File: src/rtl/fifo_ring_pkg.sv
package fifo_ring_pkg;
   function automatic int unsigned idx_bits(input int unsigned n);
      return (n > 1) ? $clog2(n) : 1;
   endfunction

   function automatic bit is_pow2(input int unsigned n);
      return (n != 0) && ((n & (n - 1)) == 0);
   endfunction
endpackage

File: src/rtl/ring_token_ptr.sv
module ring_token_ptr
   import fifo_ring_pkg::*;
#(
   parameter int unsigned DEPTH = 8,
   localparam int unsigned PW = idx_bits(DEPTH)
) (
   input  logic          clk,
   input  logic          rst_n,
   input  logic          first_load,
   input  logic          fire,
   input  logic          grant_in,
   output logic          hold,
   output logic [PW-1:0] ptr,
   output logic          pass_out
);
   localparam logic [PW-1:0] LAST = PW'(DEPTH - 1);

   logic [PW-1:0] ptr_nxt;
   logic          at_last;

   assign at_last  = (ptr == LAST);
   assign pass_out = fire && at_last;

   generate
      if (is_pow2(DEPTH)) begin : g_wrap_free
         assign ptr_nxt = ptr + 1'b1;
      end else begin : g_wrap_cmp
         assign ptr_nxt = at_last ? '0 : ptr + 1'b1;
      end
   endgenerate

   always_ff @(posedge clk) begin
      if (!rst_n) begin
         hold <= first_load;
         ptr  <= '0;
      end else begin
         if (fire) ptr <= ptr_nxt;
         hold <= (hold && !pass_out) || grant_in;
      end
   end
endmodule

File: src/rtl/ring_store.sv
module ring_store
   import fifo_ring_pkg::*;
#(
   parameter int unsigned DATA_W = 8,
   parameter int unsigned DEPTH  = 8,
   localparam int unsigned PW = idx_bits(DEPTH)
) (
   input  logic              clk,
   input  logic              rst_n,
   input  logic              we,
   input  logic [PW-1:0]     waddr,
   input  logic [DATA_W-1:0] wdata,
   input  logic              re,
   input  logic [PW-1:0]     raddr,
   output logic [DATA_W-1:0] rdata
);
   logic [DATA_W-1:0] cells [DEPTH];

   always_ff @(posedge clk) begin
      if (we) cells[waddr] <= wdata;
   end

   always_ff @(posedge clk) begin
      if (!rst_n)  rdata <= '0;
      else if (re) rdata <= cells[raddr];
      else         rdata <= '0;
   end
endmodule

File: src/rtl/ring_occupancy.sv
module ring_occupancy
   import fifo_ring_pkg::*;
#(
   parameter int unsigned DEPTH = 8,
   localparam int unsigned CW = idx_bits(DEPTH + 1)
) (
   input  logic clk,
   input  logic rst_n,
   input  logic inc,
   input  logic dec,
   output logic empty,
   output logic full
);
   logic [CW-1:0] level;

   always_ff @(posedge clk) begin
      if (!rst_n)           level <= '0;
      else if (inc && !dec) level <= level + 1'b1;
      else if (dec && !inc) level <= level - 1'b1;
   end

   assign empty = (level == '0);
   assign full  = (level == CW'(DEPTH));
endmodule

File: src/rtl/fifo_ring_slice.sv
module fifo_ring_slice
   import fifo_ring_pkg::*;
#(
   parameter int unsigned DATA_W = 8,
   parameter int unsigned DEPTH  = 8,
   localparam int unsigned PW = idx_bits(DEPTH)
) (
   input  logic              clk,
   input  logic              rst_n,
   input  logic              first_load,
   input  logic              wr_en,
   input  logic [DATA_W-1:0] wr_data,
   input  logic              rd_en,
   output logic [DATA_W-1:0] rd_data,
   output logic              rd_valid,
   input  logic              xi_wr,
   input  logic              xi_rd,
   output logic              xo_wr,
   output logic              xo_rd,
   output logic              empty,
   output logic              full
);
   generate
      if (DEPTH < 2) begin : g_bad_depth
         $error("fifo_ring_slice: DEPTH must be at least 2");
      end
      if (DATA_W < 1) begin : g_bad_width
         $error("fifo_ring_slice: DATA_W must be at least 1");
      end
   endgenerate

   logic          wr_tok, rd_tok;
   logic          wr_fire, rd_fire;
   logic [PW-1:0] wptr, rptr;

   assign wr_fire = wr_en && wr_tok && !full;
   assign rd_fire = rd_en && rd_tok && !empty;

   ring_token_ptr #(.DEPTH(DEPTH)) u_wr_side (
      .clk        (clk),
      .rst_n      (rst_n),
      .first_load (first_load),
      .fire       (wr_fire),
      .grant_in   (xi_wr),
      .hold       (wr_tok),
      .ptr        (wptr),
      .pass_out   (xo_wr)
   );

   ring_token_ptr #(.DEPTH(DEPTH)) u_rd_side (
      .clk        (clk),
      .rst_n      (rst_n),
      .first_load (first_load),
      .fire       (rd_fire),
      .grant_in   (xi_rd),
      .hold       (rd_tok),
      .ptr        (rptr),
      .pass_out   (xo_rd)
   );

   ring_store #(.DATA_W(DATA_W), .DEPTH(DEPTH)) u_store (
      .clk   (clk),
      .rst_n (rst_n),
      .we    (wr_fire),
      .waddr (wptr),
      .wdata (wr_data),
      .re    (rd_fire),
      .raddr (rptr),
      .rdata (rd_data)
   );

   ring_occupancy #(.DEPTH(DEPTH)) u_level (
      .clk   (clk),
      .rst_n (rst_n),
      .inc   (wr_fire),
      .dec   (rd_fire),
      .empty (empty),
      .full  (full)
   );

   always_ff @(posedge clk) begin
      if (!rst_n) rd_valid <= 1'b0;
      else        rd_valid <= rd_fire;
   end
endmodule

File: config.mk
export PLATFORM = sky130hd
export DESIGN_NAME = fifo_ring_slice
export DESIGN_NICKNAME = d
export VERILOG_FILES = /design/src/rtl/fifo_ring_pkg.sv /design/src/rtl/ring_token_ptr.sv /design/src/rtl/ring_store.sv /design/src/rtl/ring_occupancy.sv /design/src/rtl/fifo_ring_slice.sv
export SDC_FILE = /design/constraint.sdc
export NUM_CORES = 1
export LEC_CHECK = 0
export ABC_CLOCK_PERIOD_IN_PS = 3000
export BUFFER_PORTS_ARGS = -buffer_cell sky130_fd_sc_hd__buf_2
export CELL_PAD_IN_SITES_DETAIL_PLACEMENT = 1
export CELL_PAD_IN_SITES_GLOBAL_PLACEMENT = 2
export CORE_MARGIN = 5
export CORE_UTILIZATION = 44
export DETAILED_ROUTE_END_ITERATION = 12
export PLACE_DENSITY_LB_ADDON = 0.1
export SYNTH_ARGS = -nofsm -noshare
export SYNTH_HDL_FRONTEND = slang
export SYNTH_SLANG_ARGS = --single-unit
File: constraint.sdc
create_clock -name clk -period 3 [get_ports clk]
set_input_delay 0.15 -clock clk [delete_from_list [all_inputs] [get_ports clk]]
set_output_delay 0.15 -clock clk [all_outputs]
set_load 0.02 [all_outputs]
== After elaboration in Yosys (flattened, before gate mapping) ==
Memories as Yosys holds them, arrays and structs flattened. A register that Yosys moved wholly into a read port is not among the register bits.
Index checks and enable logic that the tools add are counted.

* Flip-flop bits (word level): 13
* Memory bits (writable): 64
* Bits of input ports: 15
* Output and inout port bits: 13
* Logic and storage cells: 42
* Memories kept: 1

* Add/sub/neg operators: 4
* Equal/unequal tests: 3
* Multiplexer cells: 6
* Reductions and logical operators: 22

{| class="wikitable"
|+ Memory list
! name !! words !! bits a word !! read ports !! clocked after Yosys merged registers in !! write ports !! line !! source
|-
| u_store.cells || 8 || 8 || 1 || 1 || 1 || ring_store.sv:17 || <nowiki>logic [DATA_W-1:0] cells [DEPTH];</nowiki>
|}

{| class="wikitable"
|+ Operator list
! operator !! number
|-
| $logic_and A1 B1 Y1 || 10
|-
| $mux W4 || 2
|-
| $logic_not A1 Y1 || 7
|-
| $add A3 B1 Y3 const B || 2
|-
| $eq A3 B3 Y1 const B || 2
|-
| $add A4 B1 Y4 const B || 1
|-
| $eq A4 B4 Y1 const B || 1
|-
| $logic_not A4 Y1 || 1
|-
| $mux W1 || 4
|-
| $sub A4 B1 Y4 const B || 1
|-
| $logic_or A1 B1 Y1 || 2
|-
| $reduce_and A2 Y1 || 1
|-
| $reduce_bool A2 Y1 || 1
|}

== Logic depth before layout (Yosys ltp) ==
* Depth after elaboration: 8
* Gate-level depth with buffers: 12

== Hierarchy ==
Synthesis repeated with hierarchy kept, for this count alone.

* Cell total of the unflattened synthesis: 218
* Area total of the unflattened synthesis: 3474.6 um2

{| class="wikitable"
|+ Modules (own cells, without submodules)
! module !! instances !! cells an instance !! area an instance (um2) !! seq. area each (um2)
|-
| ring_store || 1 || 153 || 2776.4 || 2082.0
|-
| ring_token_ptr || 2 || 16 || 178.9 || 80.1
|-
| ring_occupancy || 1 || 29 || 291.5 || 80.1
|-
| fifo_ring_slice || 1 || 4 || 48.8 || 20.0
|}

== Least setup slack after synthesis ==
OpenSTA, ideal clock, no wires.

* Path kind: register -> register
* Start point: register u_level.level[0]
* End point: register u_level.level[3]
* Data arrival time: 2.668 ns
* Slack: 0.261 ns
* Cell stages (with the launch flop): 11
* Buffers on the path: 0
* Period minus slack after synthesis: 2.739 ns
* Cell sequence: dfxtp_1 > nor4_1 > nor2_2 > inv_1 > ha_1 > inv_1 > ha_1 > a21oi_1 > a211oi_1 > a31oi_1 > mux2i_1

* Longest elaborated chain between the ends: 6

{| class="wikitable"
|+ Ends and longest elaborated chain
! item !! line !! source
|-
| start: declaration || ring_occupancy.sv:14 || <nowiki>logic [CW-1:0] level;</nowiki>
|-
| start signal: assignment || ring_occupancy.sv:18 || <nowiki>else if (inc && !dec) level <= level + 1'b1;</nowiki>
|-
| start signal: assignment || ring_occupancy.sv:19 || <nowiki>else if (dec && !inc) level <= level - 1'b1;</nowiki>
|-
| $logic_not A4 Y1 (*) || ring_occupancy.sv:22 || <nowiki>assign empty = (level == '0);</nowiki>
|-
| net empty || fifo_ring_slice.sv:20 || <nowiki>output logic empty,</nowiki>
|-
| $logic_not A1 Y1 (*) || fifo_ring_slice.sv:37 || <nowiki>assign rd_fire = rd_en && rd_tok && !empty;</nowiki>
|-
| $logic_and A1 B1 Y1 (*) || fifo_ring_slice.sv:37 ||
|-
| $logic_not A1 Y1 || ring_occupancy.sv:18 ||
|-
| $logic_and A1 B1 Y1 || ring_occupancy.sv:18 ||
|-
| $mux W4 or $reduce_bool A2 Y1 (tied branches) || - ||
|}

The timed path passes the listed nets; every way through them passes the cells marked *. The select of a mux whose other input is x is not followed.
A chain may end at the register's enable or synchronous reset.

== Worst setup path in the final report ==
* Start point: register u_level.level[0]
* End point: register u_level.level[3]

* Longest elaborated chain between the ends: 6

{| class="wikitable"
|+ Ends and longest elaborated chain
! item !! line !! source
|-
| $eq A4 B4 Y1 (*) || ring_occupancy.sv:23 || <nowiki>assign full = (level == CW'(DEPTH));</nowiki>
|-
| $logic_not A1 Y1 (*) || fifo_ring_slice.sv:36 || <nowiki>assign wr_fire = wr_en && wr_tok && !full;</nowiki>
|-
| $logic_and A1 B1 Y1 (*) || fifo_ring_slice.sv:36 ||
|-
| net u_level.inc || ring_occupancy.sv:9 || <nowiki>input logic inc,</nowiki>
|-
| $logic_not A1 Y1 || ring_occupancy.sv:19 ||
|-
| $logic_and A1 B1 Y1 || ring_occupancy.sv:19 ||
|-
| $reduce_bool A2 Y1 (no source line) || - ||
|}

Marked as above.

==> results.rst <==
.. list-table::
   :header-rows: 1

   * - Metric
     - Value
   * - Outcome
     - complete, no violations
   * - Clock Tree Buf Depth
     - 2
   * - Slowest CP cell
     - sky130_fd_sc_hd__dfxtp_1
   * - Max H-tree Level
     - 3
   * - Pre-antenna DRT Iters
     - 2
   * - Number of CTS-inserted buffers
     - 9
   * - DIE AREA
     - roughly 0.0096 mm2
   * - Min setup slack post-route
     - 0.379 ns
   * - Critical path endpoint category
     - flop
   * - Worst voltage drop across the vdd grid
     - 0.000289 V
   * - Synthesized cell area
     - 0.00340 mm2
   * - Pwr dens
     - just under 800 mW/mm2
   * - Type of the worst setup path
     - reg2reg
   * - DRC violation count after routing
     - 0
   * - # Post-CTS Setup Buffers
     - 0
   * - Number of DRC violations after detailed-routing iteration 0
     - 57
   * - Cell Chain, Critical Path
     - nor3_1 > and2_4 > or2_1 > inv_8 > ha_1 > inv_1 > ha_1 > a21oi_1 > a211oi_1 > a31oi_1 > mux2i_1
   * - Post-placement cell area
     - between 0.003 and 0.004 mm2
   * - Library cells used by synthesis
     - 32
   * - Met2 global-route usage
     - between 20% and 30%
   * - Fraction of layout cells with a size suffix above 1
     - between 20% and 30%
   * - Number of nets produced by synthesis
     - 217
   * - Cell area after layout
     - a little under 0.004 mm2
   * - TNS Setup
     - 0 ns
   * - Hold buffer count at CTS
     - 0
   * - Total wire length after detailed routing
     - between 6000 and 7000 um
   * - Critical path fanouts, max
     - 6
   * - GRT met3 Usage
     - under 10%
   * - Max-cap violations
     - 0
   * - Cell seen most often among critical-path stages
     - sky130_fd_sc_hd__ha_1
   * - Met1 track demand over resource
     - 18.2%
   * - Arrival time reported for the critical path endpoint
     - slightly below 3 ns
   * - Clock skew after layout
     - between 0.008 and 0.009 ns
   * - Antenna violation net count after detailed routing
     - 0
   * - Width of the die
     - between 90 and 100 um
   * - Count of endpoints failing setup in the final report
     - 0
   * - Number of hold violations in the final report
     - 0
   * - Synthesis-stage register bit count
     - 85
   * - Global routing's busiest layer
     - met2
   * - HPWL after detailed placement
     - 4420 um
   * - Critical path launch point type
     - flop
   * - Initial antenna violation count
     - 0
   * - Hold/Removal Path Class
     - in2reg
   * - Post-Place Setup Slack
     - 0.417 ns
   * - Count of pins over their slew limit
     - 0
   * - Via count of the first global-routing pass
     - between 1.5k and 2k
   * - Period Utilization, post-route
     - 87.4%
   * - Quantity of I/O buffers inserted on ports
     - 27
   * - Largest net degree at the start of global routing
     - 19
   * - Die Y-Extent
     - roughly 100 um
   * - Mean instance size in the synthesized netlist
     - about 18 um2
   * - Worst reg2reg path startpoint
     - u_level.level[0]
   * - Req. time, crit path
     - ~3.3 ns
   * - Residual overflow from global routing
     - 0
   * - Row cnt
     - 32
   * - Power after layout
     - slightly below 0.003 W
   * - Overall routing resource usage
     - ~15%
   * - Leakage power summed over all cells
     - about 1.4 nW
   * - Actual slew at the worst max-slew pin
     - slightly below 0.9 ns
   * - Final RePlAce weighted congestion
     - slightly below 0.8
   * - Number of sinks on the clock net
     - 85
   * - Achievable clock frequency
     - approximately 0.38 GHz
   * - Post-layout nets
     - ~260
   * - Worst rel slew slack
     - between 40% and 50%
   * - Hold_sp
     - wr_data[2]
   * - Total number of vias
     - between 1.5k and 2k
   * - Initial cell density of the core
     - roughly 45%
   * - Drt wl/cell
     - around 20 um
   * - Share of Yosys cell area claimed by the top area cell type
     - between 50 and 60%
   * - Global-route wire length before repair
     - between 10000 and 15000 um
   * - Minimum period implied by the final worst setup slack
     - 2.62 ns
   * - Portion of the post-synthesis area used by sequential elements
     - between 60% and 70%
   * - Clock tree root driver cell
     - sky130_fd_sc_hd__clkbuf_8
   * - Core outline area
     - ~0.0076 mm2
   * - Setup crit start
     - u_level.level[0]
   * - CTS clock-pin slew for the worst setup and hold paths
     - ~0.090 ns
   * - Share of the core filled with cells
     - between 50% and 60%
   * - CTS tree
     - done
   * - Number of diodes added for antenna fixing
     - 0
   * - Synth top area cells
     - sky130_fd_sc_hd__edfxtp_1 (57%), sky130_fd_sc_hd__dfxtp_1 (12%), sky130_fd_sc_hd__mux4_2 (8.6%)
   * - Unrepaired setup endpoints after global routing
     - no
   * - Most area-hungry cell type in the Yosys netlist
     - sky130_fd_sc_hd__edfxtp_1
   * - Clk Latency, worst-skew pair
     - ~0.35 ns
   * - Number of resized instances in the post-cts repair step
     - 0
   * - Synthesized instance count
     - ~190
   * - Layout overhead on the synthesized area
     - 13.1%
   * - Ys Warns
     - 0
   * - Highest cell delay on the worst timing path
     - ~0.46 ns
   * - Average via count per standard cell
     - 5.17
   * - IO Pins
     - 28
## metal layers
layer / vias up / wire length, um / part of all wire (%)
li1: 815 / - / -
met1: 904 / 2780 / 42
met3: 12 / 144 / 2.2
met5: - / 0 / 0
met4: 0 / 133 / 2.0
met2: 23 / 3570 / 54
## per-stage QoR
step,hold slack (ns),std cells
finish,0.0626,339
global route,0.0530,339
CTS,0.0410,339
detailed placement,0.420,324
global placement,0.406,324
floorplan,0.249,194
## report_power, final
group / internal [W] / leakage (nW) / switching [W] / total [W]
Combinational: 0.000351 / 0.517 / 0.000381 / 0.000732
Sequential: 0.00137 / 0.752 / 0.0000814 / 0.00145
Clock: 0.000387 / 0.0923 / 0.000412 / 0.000799
## path summary, 6_finish.rpt
| check | endpoint | slack, ns | cells past startpoint |
|---|---|---|---|
| hold / removal | u_store.cells[5][2] | 0.06 | 1 |
| setup / recovery | u_level.level[3] | 0.38 | 11 |
| hold reg to reg | u_wr_side.hold | 0.51 | 2 |
| setup reg to reg | u_level.level[3] | 0.38 | 11 |
## synth_stat cells
cell type / instances
sky130_fd_sc_hd__clkbuf_1: 2
sky130_fd_sc_hd__nor3_1: 5
sky130_fd_sc_hd__mux4_2: 13
sky130_fd_sc_hd__nand3_1: 1
sky130_fd_sc_hd__a31oi_1: 1
sky130_fd_sc_hd__xor2_2: 1
sky130_fd_sc_hd__nand2_1: 5
sky130_fd_sc_hd__o22ai_1: 2
sky130_fd_sc_hd__nor2_1: 13
sky130_fd_sc_hd__nor2b_1: 7
sky130_fd_sc_hd__inv_8: 1
sky130_fd_sc_hd__a21oi_1: 1
sky130_fd_sc_hd__mux2i_1: 14
sky130_fd_sc_hd__and2_4: 2
sky130_fd_sc_hd__nand2b_1: 3
sky130_fd_sc_hd__xnor2_1: 2
sky130_fd_sc_hd__mux4_1: 3
sky130_fd_sc_hd__o21ai_0: 3
sky130_fd_sc_hd__edfxtp_1: 64
sky130_fd_sc_hd__fa_1: 1
sky130_fd_sc_hd__a211oi_1: 1
sky130_fd_sc_hd__nor2_2: 1
sky130_fd_sc_hd__ha_1: 7
sky130_fd_sc_hd__dfxtp_1: 21
sky130_fd_sc_hd__inv_1: 3
sky130_fd_sc_hd__and2_1: 5
sky130_fd_sc_hd__nand2_2: 2
sky130_fd_sc_hd__nor4_1: 2
sky130_fd_sc_hd__clkbuf_8: 2
sky130_fd_sc_hd__buf_6: 4
sky130_fd_sc_hd__or2_1: 1
sky130_fd_sc_hd__xor2_1: 1
## placed cells by master (no fill, tap or decap), types with 2 or more instances in the layout
cell type,n
sky130_fd_sc_hd__and2_1,5
sky130_fd_sc_hd__and2_4,2
sky130_fd_sc_hd__buf_2,27
sky130_fd_sc_hd__buf_4,9
sky130_fd_sc_hd__clkbuf_8,9
sky130_fd_sc_hd__clkinvlp_4,2
sky130_fd_sc_hd__dfxtp_1,21
sky130_fd_sc_hd__edfxtp_1,64
sky130_fd_sc_hd__ha_1,7
sky130_fd_sc_hd__inv_1,3
sky130_fd_sc_hd__inv_6,2
sky130_fd_sc_hd__mux2i_1,14
sky130_fd_sc_hd__mux4_1,3
sky130_fd_sc_hd__mux4_2,13
sky130_fd_sc_hd__nand2_1,5
sky130_fd_sc_hd__nand2_2,2
sky130_fd_sc_hd__nand2b_1,3
sky130_fd_sc_hd__nor2_1,13
sky130_fd_sc_hd__nor2b_1,7
sky130_fd_sc_hd__nor3_1,5
sky130_fd_sc_hd__nor4_1,2
sky130_fd_sc_hd__o21ai_0,3
sky130_fd_sc_hd__o22ai_1,2
sky130_fd_sc_hd__xnor2_1,2
## sequential cells by signal (all words and copies together), names as in the netlist
| register | cells |
|---|---|
| u_store.cells | 64 |
| rd_valid | 1 |
| u_store.rdata | 8 |
| u_wr_side.ptr | 3 |
| u_rd_side.ptr | 3 |
| u_wr_side.hold | 1 |
| u_rd_side.hold | 1 |
| u_level.level | 4 |
## logic make-up (layout without fill, tap and decap cells)
logic type,after synthesis,in the layout,synth area share [%]
xor gates and xnor gates,4,4,1.25
buffers and inverters,12,55,3.02
and+or+nand+nor,47,47,7.25
adders and majority gates,8,8,3.17
DFF,85,85,68.9
muxes,30,30,15.1
AOI/OAI and AO/OA,8,8,1.36
## critical path: cells and delay by family, from the launching register on
kind,cells,cell delay [ns]
AND/OR/NAND/NOR,3,0.60
AO/OA/AOI/OAI,3,0.56
flip-flops,1,0.46
adder cells (fa/ha/maj),2,0.50
buffers and inverters,2,0.22
multiplexers,1,0.22
## layout make-up
class                      instances  area, um2
inverter                           4       22.5
clock buffer                       9        124
clock inverter                     6       71.3
timing repair buffer              36        203
multi-input combinational         97        955
fill                             754       3760
tap                              102        128
sequential                        85       2340
(Power assumes the default switching activity.)
